$ cat src/rtl/adc_framer_pkg.sv
package adc_framer_pkg;
    localparam int STAT_W = 3;

    typedef enum logic [1:0] {
        ST_IDLE  = 2'd0,
        ST_SHIFT = 2'd1,
        ST_TAIL  = 2'd2
    } frm_state_t;
endpackage

$ cat src/rtl/adc_word_fmt.sv
module adc_word_fmt #(
    parameter int DATA_W = 12,
    localparam int WORD_W = 1 + adc_framer_pkg::STAT_W + DATA_W
) (
    input  logic              conv_id,
    input  logic              pair_q,
    input  logic              range_q,
    input  logic              twos,
    input  logic [DATA_W-1:0] res,
    output logic [WORD_W-1:0] word
);
    logic [DATA_W-1:0] coded;

    // two's complement of an offset code: flip the MSB only
    always_comb begin
        coded = res ^ {twos, {(DATA_W-1){1'b0}}};
        word  = {1'b0, conv_id, pair_q, range_q, coded};
    end
endmodule

$ cat src/rtl/adc_frame_ctrl.sv
module adc_frame_ctrl
    import adc_framer_pkg::*;
#(
    parameter int DATA_W    = 12,
    parameter int FRAME_W   = 32,
    parameter int FLIP_EDGE = 8,
    localparam int IDX_W    = $clog2(FRAME_W)
) (
    input  logic              clk,
    input  logic              rst_n,
    input  logic              cs_n,
    input  logic              sclk,
    input  logic              pair_sel,
    input  logic              range_sel,
    input  logic [DATA_W-1:0] result_a,
    input  logic [DATA_W-1:0] result_b,
    output frm_state_t        state,
    output logic [IDX_W-1:0]  bit_idx,
    output logic              sclk_fall,
    output logic              pair_q,
    output logic              range_q,
    output logic              flip_q,
    output logic [DATA_W-1:0] res_a_q,
    output logic [DATA_W-1:0] res_b_q
);
    localparam logic [IDX_W-1:0] LAST_IDX = IDX_W'(FRAME_W - 1);
    localparam logic [IDX_W-1:0] FLIP_IDX = IDX_W'(FLIP_EDGE - 1);

    frm_state_t state_nx;
    logic       cs_q;
    logic       sclk_q;
    logic       start;

    assign sclk_fall = sclk_q & ~sclk;
    assign start     = (state == ST_IDLE) & cs_q & ~cs_n;

    // state register
    always_ff @(posedge clk or negedge rst_n) begin
        if (!rst_n) begin
            state  <= ST_IDLE;
            cs_q   <= 1'b1;
            sclk_q <= 1'b0;
        end else begin
            state  <= state_nx;
            cs_q   <= cs_n;
            sclk_q <= sclk;
        end
    end

    // transitions: START, FINISH, ABORT, RELEASE
    always_comb begin
        state_nx = state;
        unique case (state)
            ST_IDLE:  if (start) state_nx = ST_SHIFT;
            ST_SHIFT: begin
                if (cs_n)                                 state_nx = ST_IDLE;
                else if (sclk_fall && bit_idx == LAST_IDX) state_nx = ST_TAIL;
            end
            ST_TAIL:  if (cs_n) state_nx = ST_IDLE;
            default:  state_nx = ST_IDLE;
        endcase
    end

    // capture, bit position and mid-frame coding swap
    always_ff @(posedge clk or negedge rst_n) begin
        if (!rst_n) begin
            bit_idx <= '0;
            pair_q  <= 1'b0;
            range_q <= 1'b0;
            flip_q  <= 1'b0;
            res_a_q <= '0;
            res_b_q <= '0;
        end else if (start) begin
            bit_idx <= '0;
            pair_q  <= pair_sel;
            range_q <= range_sel;
            flip_q  <= 1'b0;
            res_a_q <= result_a;
            res_b_q <= result_b;
        end else if (state == ST_SHIFT && !cs_n && sclk_fall) begin
            if (bit_idx == FLIP_IDX && range_sel != range_q)
                flip_q <= 1'b1;
            if (bit_idx != LAST_IDX)
                bit_idx <= bit_idx + 1'b1;
        end
    end

    assert_restart_R9: assert property (@(posedge clk) disable iff (!rst_n)
        start |=> (bit_idx == '0 && !flip_q && state == ST_SHIFT));

    assert_idx_bound_R3: assert property (@(posedge clk) disable iff (!rst_n)
        (state == ST_SHIFT && !cs_n && sclk_fall && bit_idx != LAST_IDX)
            |=> (bit_idx == $past(bit_idx) + 1'b1));
endmodule

$ cat src/rtl/adc_pair_framer.sv
module adc_pair_framer
    import adc_framer_pkg::*;
#(
    parameter int DATA_W    = 12,
    parameter int FLIP_EDGE = 8
) (
    input  logic              clk,
    input  logic              rst_n,
    input  logic              cs_n,
    input  logic              sclk,
    input  logic              pair_sel,
    input  logic              range_sel,
    input  logic [DATA_W-1:0] result_a,
    input  logic [DATA_W-1:0] result_b,
    output logic              sdo_a,
    output logic              sdo_b,
    output logic              sdo_oe
);
    localparam int WORD_W  = 1 + STAT_W + DATA_W;
    localparam int FRAME_W = 2 * WORD_W;
    localparam int IDX_W   = $clog2(FRAME_W);
    localparam int N_CONV  = 2;

    frm_state_t        state;
    logic [IDX_W-1:0]  bit_idx;
    logic              sclk_fall;
    logic              pair_q, range_q, flip_q;
    logic [DATA_W-1:0] res_a_q, res_b_q;
    logic [IDX_W-1:0]  sel;
    logic [WORD_W-1:0] word_1st [N_CONV];
    logic [WORD_W-1:0] word_2nd [N_CONV];
    logic [FRAME_W-1:0] frame   [N_CONV];

    adc_frame_ctrl #(
        .DATA_W(DATA_W), .FRAME_W(FRAME_W), .FLIP_EDGE(FLIP_EDGE)
    ) u_ctrl (
        .clk(clk), .rst_n(rst_n), .cs_n(cs_n), .sclk(sclk),
        .pair_sel(pair_sel), .range_sel(range_sel),
        .result_a(result_a), .result_b(result_b),
        .state(state), .bit_idx(bit_idx), .sclk_fall(sclk_fall),
        .pair_q(pair_q), .range_q(range_q), .flip_q(flip_q),
        .res_a_q(res_a_q), .res_b_q(res_b_q)
    );

    // the first word's MSB leaves before the swap edge; the chained one may not
    for (genvar c = 0; c < N_CONV; c++) begin : g_conv
        adc_word_fmt #(.DATA_W(DATA_W)) u_fmt_1st (
            .conv_id(c[0]), .pair_q(pair_q), .range_q(range_q),
            .twos(range_q ^ flip_q),
            .res((c == 0) ? res_a_q : res_b_q),
            .word(word_1st[c])
        );
        adc_word_fmt #(.DATA_W(DATA_W)) u_fmt_2nd (
            .conv_id(~c[0]), .pair_q(pair_q), .range_q(range_q),
            .twos(range_q ^ flip_q),
            .res((c == 0) ? res_b_q : res_a_q),
            .word(word_2nd[c])
        );
        assign frame[c] = {word_1st[c], word_2nd[c]};
    end

    assign sel = IDX_W'(FRAME_W - 1) - bit_idx;

    // outputs from state
    always_comb begin
        sdo_oe = 1'b0;
        sdo_a  = 1'b0;
        sdo_b  = 1'b0;
        unique case (state)
            ST_IDLE: ;
            ST_SHIFT: begin
                sdo_oe = 1'b1;
                sdo_a  = frame[0][sel];
                sdo_b  = frame[1][sel];
            end
            ST_TAIL: sdo_oe = 1'b1;
            default: ;
        endcase
    end

    assert_release_R9: assert property (@(posedge clk) disable iff (!rst_n)
        cs_n |=> (!sdo_oe && !sdo_a && !sdo_b));

    assert_lead_zero_R2: assert property (@(posedge clk) disable iff (!rst_n)
        $rose(sdo_oe) |-> (!sdo_a && !sdo_b));

    assert_hold_R3: assert property (@(posedge clk) disable iff (!rst_n)
        (state == ST_SHIFT && !cs_n && !sclk_fall) |=> ($stable(sdo_a) && $stable(sdo_b)));

    assert_tail_R5: assert property (@(posedge clk) disable iff (!rst_n)
        (state == ST_TAIL && !cs_n) |=> (sdo_oe && !sdo_a && !sdo_b));
endmodule

$ cat config.mk
export PLATFORM = sky130hd
export DESIGN_NAME = adc_pair_framer
export DESIGN_NICKNAME = d
export VERILOG_FILES = /design/src/rtl/adc_framer_pkg.sv /design/src/rtl/adc_word_fmt.sv /design/src/rtl/adc_frame_ctrl.sv /design/src/rtl/adc_pair_framer.sv
export SDC_FILE = /design/constraint.sdc
export NUM_CORES = 1
export LEC_CHECK = 0
export BUFFER_PORTS_ARGS = -buffer_cell sky130_fd_sc_hd__buf_4
export CORE_MARGIN = 1.5
export CORE_UTILIZATION = 63
export CTS_CLUSTER_DIAMETER = 100
export DETAILED_ROUTE_END_ITERATION = 6
export GPL_TIMING_DRIVEN = 1
export HOLD_SLACK_MARGIN = 0.06
export PLACE_DENSITY = 0.92
export SYNTH_ARGS = -nofsm -noshare
export SYNTH_HDL_FRONTEND = slang
export SYNTH_HIERARCHICAL = 1
export SYNTH_SLANG_ARGS = --single-unit
$ cat constraint.sdc
create_clock -name clk -period 4 [get_ports clk]
set_input_delay 0.8 -clock clk [delete_from_list [all_inputs] [get_ports clk]]
set_output_delay 0.8 -clock clk [all_outputs]
set_load 0.1 [all_outputs]
==> reports/results.txt <==
Detailed-router iteration count before antenna repair = 4
CP cell instances = mux2i_1 > mux4_2 > and3_4 > a211oi_2 > o211a_1 > buf_4
Longest Clk Path Bufs = 2
Total Wirelength = 3950 um
# DRC = 0
Clock Latency Late Sink = 0.29 ns
Initial antenna violation count = 0
Fin crit period = 3.64 ns
Largest net degree at the start of global routing = 37
CTS sink cnt = 36
Reg2reg start = u_ctrl/bit_idx[1]
Initial DRC Count = 51
Status = completed
FF-to-FF path depth = 6
WL/cell = 15.9 um
Port bufs = 32
Slew @ Worst Pin = 1.03 ns
I/O pin cnt = 33
Cell Area, Synth = 2610 um^2
RSZ-0062 raised after global routing = no
Worst setup SP type = flip-flop
H-tree depth = 2
Diode count = 0
Die W = 67.4 um
WS Path Type = reg -> out
Cells after synthesis = 224
Hold WC Path Type = in -> async
Share of cells above drive strength 1 = 0.394
Pwr per Cell Area = 379 nW/um^2
Fin util = 0.627
Via count = 1435
Via density = 5.79
Max-Cap Viols = 0
Tcrit/Tclk final = 0.911
First-pass GRT wire length = 6830 um
Yosys warns = 6
Clock transition at the registers of the reported paths = 0.07 ns
Final HPWL DP = 2730 um
Number of global-route vias before repair = 1513
Count of hold-fix buffers inserted at cts = 0
Die Ht = 67.4 um
Worst path max stage delay = 1.03 ns
Initial Util = 0.652
Leak = 1.04 nW
Reg-to-Reg End = u_ctrl/bit_idx[0]
Slew Viols, Final = 0
Fmax = 274 MHz
CTS tree = yes
Final GP Congestion = 0.738
Post CTS Setup Buffer Count = 0
Required @ worst endpoint = 3.20 ns
Antenna viol nets, final = 0
Fin worst setup slack = 0.357 ns
Final Hold Viols = 0
Die area = 4540 um^2
Clk root buf = clkbuf_8
Final nets = 230
Nature of the critical path endpoint = primary output
Row Count = 23
Area grow syn2layout = -3.93%
Reg2reg setup slack = 1.51 ns
Crit path max fanout = 23
Peak VDD IR = 0.000213 V
Relative slew margins = 0.315
Pre-CTS setup slack = 0.693 ns
Clock skew = 0.00545 ns
Slowest stage cell on the critical path = dfrtp_1
Gr usage total = 0.206
Congestion Overflow GR = 0
Core area = 4000 um^2
Total CTS buffers = 5
Setup TNS = 0 ns
Final setup fails = 0
PostCTS Resize Cnt = 0
Crit path DAT = 2.84 ns
Post-synthesis average cell area = 11.7 um^2
## critical path: cells and delay by family, from the launching register on
| family | cells | cell delay [ns] |
|---|---|---|
| mux | 2 | 0.65 |
| flops | 1 | 1.03 |
| buf+inv | 1 | 0.29 |
| simple gates | 1 | 0.19 |
| compound gates | 2 | 0.38 |
## stage by stage
stage | total power [mW] | area (um^2) | instances | hold slack [ns]
3_3_place_gp | 0.693 | 2430 | 240 | 0.505
3_5_place_dp | 0.705 | 2430 | 240 | 0.509
6_report | 0.950 | 2510 | 248 | 0.456
2_1_floorplan | 0.779 | 2620 | 226 | 0.483
5_1_grt | 1.00 | 2510 | 248 | 0.490
4_1_cts | 0.957 | 2510 | 248 | 0.476
## power breakdown
part	internal, mW	switching [mW]
clock network	0.124	0.130
logic	0.135	0.0837
registers	0.419	0.0581
## cells in the final DEF, fill, tap and decap left out, types with 3 or more instances in the layout
| master | instances |
|---|---|
| clkbuf_1 | 3 |
| xor2_1 | 6 |
| buf_4 | 33 |
| ha_1 | 3 |
| nand3_1 | 6 |
| mux2i_1 | 16 |
| nor2_1 | 5 |
| nand3b_1 | 5 |
| o21ai_0 | 5 |
| mux2_2 | 25 |
| clkbuf_8 | 5 |
| conb_1 | 8 |
| dfrtp_1 | 35 |
| inv_1 | 3 |
| mux4_1 | 5 |
| a21oi_1 | 3 |
| nand2b_1 | 3 |
| mux4_2 | 8 |
## routing by layer
metal / GRT usage / part of all wire / vias up
met5: 0 / 0 / -
met4: 0.0740 / 0.019 / 0
met3: 0.0533 / 0.039 / 7
met2: 0.348 / 0.52 / 31
met1: 0.257 / 0.42 / 727
li1: - / - / 670
## area by class of cell
class | count | area [um^2]
clock buffer | 8 | 80.1
fill | 322 | 1490
inverter | 3 | 11.3
multi-input combinational | 118 | 1200
sequential | 36 | 902
tap | 50 | 62.6
timing repair buffer | 33 | 248
## sequential cells by signal, summed over array words and instances (netlist names)
name,flops
u_ctrl/bit_idx,5
u_ctrl/cs_q,1
u_ctrl/flip_q,1
u_ctrl/pair_q,1
u_ctrl/range_q,1
u_ctrl/res_a_q,12
u_ctrl/res_b_q,12
u_ctrl/sclk_q,1
u_ctrl/state,2
## worst max path at each step
stage	start	end	slack, ns	depth (start not counted)
6_report	u_ctrl/bit_idx[1]	sdo_a	0.36	6
2_1_floorplan	u_ctrl/range_q	sdo_b	0.43	7
5_1_grt	u_ctrl/bit_idx[1]	sdo_a	0.20	6
3_3_place_gp	u_ctrl/bit_idx[1]	sdo_a	0.76	6
4_1_cts	u_ctrl/bit_idx[1]	sdo_a	0.37	6
3_5_place_dp	u_ctrl/bit_idx[1]	sdo_a	0.69	6
(Power assumes the default switching activity.)
